## config.mk

```make
export PLATFORM = sky130hd
export DESIGN_NAME = spr_chan
export DESIGN_NICKNAME = d
export VERILOG_FILES = /design/src/rtl/spr_pkg.sv /design/src/rtl/spr_regs.sv /design/src/rtl/spr_cmp.sv /design/src/rtl/spr_lane.sv /design/src/rtl/spr_chan.sv
export SDC_FILE = /design/constraint.sdc
export NUM_CORES = 1
export LEC_CHECK = 0
export BUFFER_PORTS_ARGS = -buffer_cell sky130_fd_sc_hd__buf_2
export CAP_MARGIN = 20
export CORE_MARGIN = 10
export CORE_UTILIZATION = 61
export DETAILED_ROUTE_END_ITERATION = 8
export PLACE_DENSITY = 0.84
export SKIP_CTS_REPAIR_TIMING = 1
export SLEW_MARGIN = 20
export SYNTH_ARGS = -nofsm -noshare
export SYNTH_HDL_FRONTEND = slang
export SYNTH_SLANG_ARGS = --single-unit
```

## constraint.sdc

```tcl
create_clock -name clk_i -period 4.2 [get_ports clk_i]
set_input_delay 0.42 -clock clk_i [delete_from_list [all_inputs] [get_ports clk_i]]
set_output_delay 0.42 -clock clk_i [all_outputs]
set_load 0.005 [all_outputs]
```

## src/rtl/spr_pkg.sv

```systemverilog
package spr_pkg;
  localparam int unsigned DATA_W  = 16;
  localparam int unsigned COORD_W = 9;
  localparam int unsigned ADDR_W  = 2;
  localparam int unsigned PLANES  = 2;
  localparam int unsigned HALF_W  = DATA_W / 2;

  // control word bit positions
  localparam int unsigned CTL_ATT = 7;
  localparam int unsigned CTL_VS8 = 2;
  localparam int unsigned CTL_VE8 = 1;
  localparam int unsigned CTL_HS0 = 0;

  typedef enum logic [ADDR_W-1:0] {
    REG_POS  = 2'd0,
    REG_CTL  = 2'd1,
    REG_IMGA = 2'd2,
    REG_IMGB = 2'd3
  } reg_sel_e;

  typedef struct packed {
    logic [COORD_W-1:0] vstart;
    logic [COORD_W-1:0] vstop;
    logic [COORD_W-1:0] hstart;
    logic               attach;
  } spr_geom_t;
endpackage

```

## src/rtl/spr_regs.sv

```systemverilog
module spr_regs
  import spr_pkg::*;
(
  input  logic              clk_i,
  input  logic              rst_ni,
  input  logic              wr_en_i,
  input  logic [ADDR_W-1:0] wr_addr_i,
  input  logic [DATA_W-1:0] wr_data_i,
  output spr_geom_t         geom_o,
  output logic [DATA_W-1:0] img_a_o,
  output logic [DATA_W-1:0] img_b_o,
  output logic              armed_o
);
  spr_geom_t         geom_q;
  logic [DATA_W-1:0] img_a_q, img_b_q;
  logic              armed_q;

  always_ff @(posedge clk_i or negedge rst_ni) begin
    if (!rst_ni) begin
      geom_q  <= '0;
      img_a_q <= '0;
      img_b_q <= '0;
      armed_q <= 1'b0;
    end else if (wr_en_i) begin
      unique case (reg_sel_e'(wr_addr_i))
        REG_POS: begin
          geom_q.vstart[HALF_W-1:0]  <= wr_data_i[DATA_W-1:HALF_W];
          geom_q.hstart[COORD_W-1:1] <= wr_data_i[HALF_W-1:0];
        end
        REG_CTL: begin
          geom_q.vstop[HALF_W-1:0]    <= wr_data_i[DATA_W-1:HALF_W];
          geom_q.attach               <= wr_data_i[CTL_ATT];
          geom_q.vstart[COORD_W-1]    <= wr_data_i[CTL_VS8];
          geom_q.vstop[COORD_W-1]     <= wr_data_i[CTL_VE8];
          geom_q.hstart[0]            <= wr_data_i[CTL_HS0];
          armed_q                     <= 1'b0;
        end
        REG_IMGA: begin
          img_a_q <= wr_data_i;
          armed_q <= 1'b1;
        end
        REG_IMGB: img_b_q <= wr_data_i;
        default: ;
      endcase
    end
  end

  assign geom_o  = geom_q;
  assign img_a_o = img_a_q;
  assign img_b_o = img_b_q;
  assign armed_o = armed_q;
endmodule

```

## src/rtl/spr_cmp.sv

```systemverilog
module spr_cmp
  import spr_pkg::*;
(
  input  logic               armed_i,
  input  logic [COORD_W-1:0] hpos_i,
  input  logic [COORD_W-1:0] vpos_i,
  input  logic [COORD_W-1:0] hstart_i,
  input  logic [COORD_W-1:0] vstart_i,
  input  logic [COORD_W-1:0] vstop_i,
  output logic               load_o
);
  logic h_hit, v_in;

  always_comb begin
    h_hit  = (hpos_i == hstart_i);
    v_in   = (vpos_i >= vstart_i) && (vpos_i < vstop_i);
    load_o = armed_i && h_hit && v_in;
  end
endmodule

```

## src/rtl/spr_lane.sv

```systemverilog
module spr_lane #(
  parameter int unsigned W = 16
) (
  input  logic         clk_i,
  input  logic         rst_ni,
  input  logic         load_i,
  input  logic [W-1:0] din_i,
  output logic         msb_o
);
  logic [W-1:0] sr_q;

  always_ff @(posedge clk_i or negedge rst_ni) begin
    if (!rst_ni)     sr_q <= '0;
    else if (load_i) sr_q <= din_i;
    else             sr_q <= {sr_q[W-2:0], 1'b0};
  end

  assign msb_o = sr_q[W-1];
endmodule

```

## src/rtl/spr_chan.sv

```systemverilog
module spr_chan
  import spr_pkg::*;
(
  input  logic               clk_i,
  input  logic               rst_ni,
  input  logic               wr_en_i,
  input  logic [ADDR_W-1:0]  wr_addr_i,
  input  logic [DATA_W-1:0]  wr_data_i,
  input  logic [COORD_W-1:0] hpos_i,
  input  logic [COORD_W-1:0] vpos_i,
  output logic [PLANES-1:0]  pix_o,
  output logic [COORD_W-1:0] vstart_o,
  output logic [COORD_W-1:0] vstop_o,
  output logic               attach_o
);
  spr_geom_t                      geom_w;
  logic [PLANES-1:0][DATA_W-1:0]  img_w;
  logic [PLANES-1:0]              msb_w;
  logic                           armed_w;
  logic                           load_w;

  spr_regs u_regs (
    .clk_i     (clk_i),
    .rst_ni    (rst_ni),
    .wr_en_i   (wr_en_i),
    .wr_addr_i (wr_addr_i),
    .wr_data_i (wr_data_i),
    .geom_o    (geom_w),
    .img_a_o   (img_w[0]),
    .img_b_o   (img_w[1]),
    .armed_o   (armed_w)
  );

  spr_cmp u_cmp (
    .armed_i  (armed_w),
    .hpos_i   (hpos_i),
    .vpos_i   (vpos_i),
    .hstart_i (geom_w.hstart),
    .vstart_i (geom_w.vstart),
    .vstop_i  (geom_w.vstop),
    .load_o   (load_w)
  );

  // plane 0 is image A (pixel bit 0), plane 1 is image B (pixel bit 1)
  for (genvar g = 0; g < PLANES; g++) begin : g_lane
    spr_lane #(.W(DATA_W)) u_lane (
      .clk_i  (clk_i),
      .rst_ni (rst_ni),
      .load_i (load_w),
      .din_i  (img_w[g]),
      .msb_o  (msb_w[g])
    );
  end

  assign pix_o    = msb_w;
  assign vstart_o = geom_w.vstart;
  assign vstop_o  = geom_w.vstop;
  assign attach_o = geom_w.attach;
endmodule

```

Yosys cells after proc, flatten, opt, wreduce, memory -nomap -nowiden

Index checks and enable logic that the tools add are counted.

Register bits: 93
Bits of input ports: 39
Output and inout port bits: 21
Word-level logic and storage cells: 30

Magnitude comparators: 2
Eq/ne operators: 4
Mux-type cells: 3
Reduce and logical (&&, ||, !) cells: 10

Operators by type and width:

| cell               | count |
|---|---|
| $mux 16            | 2 |
| $reduce_and 2->1   | 5 |
| $eq 9x9->1         | 1 |
| $ge 9x9->1         | 1 |
| $lt 9x9->1         | 1 |
| $eq 2x2->1 const B | 2 |
| $logic_and 1x1->1  | 3 |
| $eq 2x1->1 const B | 1 |
| $logic_not 2->1    | 1 |
| $pmux 1 s2         | 1 |
| $reduce_bool 2->1  | 1 |

Depth between registers and ports, before layout

Depth after elaboration: 4
Mapped depth: 8
Depth with buffers taken out: 7

By module

A second synthesis with hierarchy kept.

Cells, all modules: 276
Area, all modules: 4255.3 um^2

By module, submodules not included:

| module   | times used | cells an instance | area an instance (um^2) | sequential area each (um^2) |
|---|---|---|---|---|
| spr_regs | 1          | 138               | 2449.8                  | 1526.5 |
| spr_lane | 2          | 34                | 641.9                   | 400.4 |
| spr_cmp  | 1          | 70                | 521.8                   | 0.0 |

Worst setup path before layout

OpenSTA, ideal clock, no wires.

Kind: in2reg
Start: input vpos_i[2]
End: register g_lane[0].u_lane.sr_q[10]
Setup time: 0.125 ns
Data arrival time: 1.942 ns
Data required time: 4.075 ns
Setup slack: 2.133 ns
Stages: 7
Path buffers: 1
Cell sequence: ha_1 -> a21o_1 -> a31oi_1 -> o21ai_1 -> a211oi_4 -> buf_6 -> mux2_4

Longest elaborated chain between the ends: 4
Elaborated cells between the ends (all ways): 5
Those cells by class: order compare (2); mux (1); reduce/logical (2)

Ends and longest elaborated chain:

| what                                     | line           | source |
|---|---|---|
| start, declared                          | spr_chan.sv:10 | `input logic [COORD_W-1:0] vpos_i,` |
| $ge 9x9->1 or $lt 9x9->1 (tied branches) | spr_cmp.sv:16  | `v_in = (vpos_i >= vstart_i) && (vpos_i < vstop_i);` |
| $logic_and 1x1->1 *                      | spr_cmp.sv:16  |  |
| $logic_and 1x1->1 *                      | spr_cmp.sv:17  | `load_o = armed_i && h_hit && v_in;` |
| $mux 16 *                                | spr_lane.sv:14 | `else if (load_i) sr_q <= din_i;` |
| end signal, assigned                     | spr_lane.sv:14 |  |
| end signal, assigned                     | spr_lane.sv:15 | `else sr_q <= {sr_q[W-2:0], 1'b0};` |
| end, declared                            | spr_lane.sv:10 | `logic [W-1:0] sr_q;` |

Every way passes the cells marked *; elsewhere a longest branch is shown, timed or not.
A chain may end at the register's enable or synchronous reset.

Worst setup path after layout

Start: register u_regs.geom_q (netlist bit u_regs.geom_o[2])
End: register g_lane[0].u_lane.sr_q[15]

Longest elaborated chain between the ends: 4

Ends and longest elaborated chain:

| what                           | line           | source |
|---|---|---|
| start, declared                | spr_regs.sv:14 | `spr_geom_t geom_q;` |
| $eq 9x9->1                     | spr_cmp.sv:15  | `h_hit = (hpos_i == hstart_i);` |
| $logic_and 1x1->1 (2 in a row) | spr_cmp.sv:17  |  |
| $mux 16                        | spr_lane.sv:14 |  |

Every way passes these cells.

==> flow_metrics.py <==
metrics = {
    "clock_tree": {
        "ctsLongestPathBuffers": 2,
        "cts_inserted_buffers": 9,
        "cts.sinks": 93,
        "path_clk_slew_ps": 90,
        "insertion_delay_ps": 350,
        "htree_levels": 3,
        "cts_tree": "built",
        "clock_tree.root_cell": "clkbuf_8",
    },
    "cells_and_area": {
        "fin_util_pct": 69.4,
        "syn2layout_area_growth_pct": 10.7,
        "n_fill_cell": 474,
        "most-common-layout-cells": "dfrtp_1, mux2_2, buf_2, ha_1, mux2_4",
        "final_layout_size_suffix_gt1_share_pct": 46.4,
        "layout_commonest_cell": "dfrtp_1",
        "n_antenna_cell": 0,
        "finalNonFillerCells": 439,
        "final_nets": 399,
    },
    "power": {
        "p_leak_nw": 2.35,
        "power_density_nw_per_um2": 440,
        "vdd_drop_max_mv": 0.254,
    },
    "global_route": {
        "grt_overflow_total": 0,
        "grt_max_degree": 94,
        "grt_pass1_vias": 2561,
        "antenna_found_initial": 0,
        "grt.total_usage_pct": 14.8,
        "grt_pass1_wl_mm": 12.9,
    },
    "yosys": {
        "synth_fp_nets": 356,
        "synth.avg_cell_area_um2": 14.4,
        "synth_top_cell_by_area": "dfrtp_1",
        "seq_area_frac_synth_pct": 54.6,
        "synthCells": 296,
        "ys_top_cells_by_area": "dfrtp_1, mux2_2, mux2_4",
        "yosysTopAreaCellShare_pct": 54.6,
        "netlist-cell-type-count": 28,
        "synth_seq_cells": 93,
        "synth.cell_area_um2": 4260,
        "ys_warn_count": 0,
    },
    "routing": {
        "detail_route.wl_per_cell_um": 17.4,
        "drtPass1Iterations": 4,
        "routed_via_density": 5.21,
        "vias": 2285,
        "post-route-drc-count": 0,
        "first_iter_violations": 65,
        "drt_wl_total_mm": 7.64,
        "ant_nets": 0,
    },
    "sta": {
        "finalHoldViolations": 0,
        "setup_tns_ps": 0,
        "setup_slack_ps": 1760,
        "period_minus_slack_ps": 2440,
        "fmaxAchievable_mhz": 409,
        "finClkSkew_ps": 9.94,
        "slew_headroom_pct": 42.8,
        "setup_violations": 0,
        "fin_hold_ws_ps": 144,
        "slew_violations": 0,
        "rsz0062_at_grt": "false",
        "period_share_pct": 58.2,
        "tightest_slew_ps": 856,
    },
    "setup_path": {
        "arrival_ps": 2670,
        "path_class": "flip-flop to flip-flop",
        "r2r-start": "u_regs.geom_o[2]",
        "cp_max_fo": 32,
        "end_kind": "flip-flop",
        "cp.required_ps": 4430,
        "cp-startpoint": "u_regs.geom_o[2]",
        "worstSetupStartpointType": "flip-flop",
    },
    "placement": {
        "place_inst": 424,
        "dpl_worst_slack_ps": 1670,
        "port_buffers": 59,
        "hpwl_mm": 5.52,
        "gp_congestion": 0.762,
    },
    "floorplanning": {
        "die_area_um2": 10700,
        "row_count": 30,
        "io_pins": 60,
        "initial_core_util_pct": 62.8,
        "core-area_um2": 6790,
        "die_h_um": 104,
        "die_w_um": 104,
    },
    "worst_hold_path": {
        "min_path_type": "primary input to async pin",
    },
    "status": {
        "outcome": "completed",
    },
    "run": {
        "drv_cap": 0,
    },
}
-- worst paths after layout --
kind,to,slack [ps],cells after the start
setup / recovery,g_lane[0].u_lane.sr_q[15],1760,6
hold / removal,u_regs.geom_o[2],140,1
setup reg to reg,g_lane[0].u_lane.sr_q[15],1760,6
hold reg to reg,g_lane[1].u_lane.sr_q[9],460,1
max in group asynchronous,g_lane[0].u_lane.sr_q[13],3530,1
min in group clk_i,u_regs.img_a_o[6],340,2
-- routing by layer --
metal  global-route usage, %  wire length [µm]
met5                       0                 0
met4                    4.23                32
met3                    5.14               403
met2                    24.2              3830
met1                    18.0              3370
-- final cells by class --
type / instances / area (µm²) / area share (%)
clock buffer: 10 / 128 / 2.70
sequential: 93 / 2330 / 49.3
multi-input combinational: 156 / 1660 / 35.2
inverter: 19 / 71.3 / 1.51
timing repair buffer: 60 / 309 / 6.55
tap: 96 / 120 / 2.55
clock inverter: 5 / 100 / 2.12
-- cell usage after synthesis --
master	instances
nor2_1	2
nor4_2	2
buf_6	3
nor3b_1	1
buf_4	20
mux2_1	10
ha_1	21
a211oi_2	1
mux2_2	61
mux2_4	20
a21o_1	1
a21oi_1	5
nand2_1	9
inv_1	19
o2111ai_1	1
and2_1	2
a31oi_1	1
a211oi_1	1
nand4_1	1
clkbuf_1	5
nand2b_1	1
a211oi_4	1
o21ai_1	2
o21ai_0	2
nor2b_1	1
xor2_1	9
and4_1	1
dfrtp_1	93
-- power by group --
part	switching [mW]	internal (mW)
Clock	0.285	0.390
Combinational	0.150	0.175
Sequential	0.0694	1.01
-- flip-flops by register name, indices dropped and copies added (netlist names) --
register	cells
u_regs.armed_o	1
g_lane.u_lane.sr_q	32
u_regs.geom_o	28
u_regs.img_b_o	16
u_regs.img_a_o	16
-- logic make-up (layout without fill, tap and decap cells) --
logic type      count (synthesis)  count (layout)  share of synthesized area, %
flops                          93              93                          54.6
mux                            91              91                          25.8
buf+inv                        47              94                          6.43
fa+ha+maj                      21              21                          6.16
simple gates                   20              20                          2.67
compound gates                 15              15                          2.52
xor+xnor                        9               9                          1.85
-- per-stage QoR --
| stage | cell area [µm²] | power [mW] |
|---|---|---|
| 6_report | 4720 | 2.08 |
| 5_1_grt | 4720 | 2.19 |
| 4_1_cts | 4710 | 2.10 |
| 3_5_place_dp | 4490 | 1.43 |
| 3_3_place_gp | 4490 | 1.40 |
| 2_1_floorplan | 4260 | 1.33 |
-- worst max-delay path, stage by stage, from the launching register on --
cell	delay, ps
dfrtp_1	410
xor2_1	170
nor4_2	410
o2111ai_1	260
a211oi_4	200
buf_4	470
mux2_1	390
Note: power is estimated with default switching activity, not from simulation.
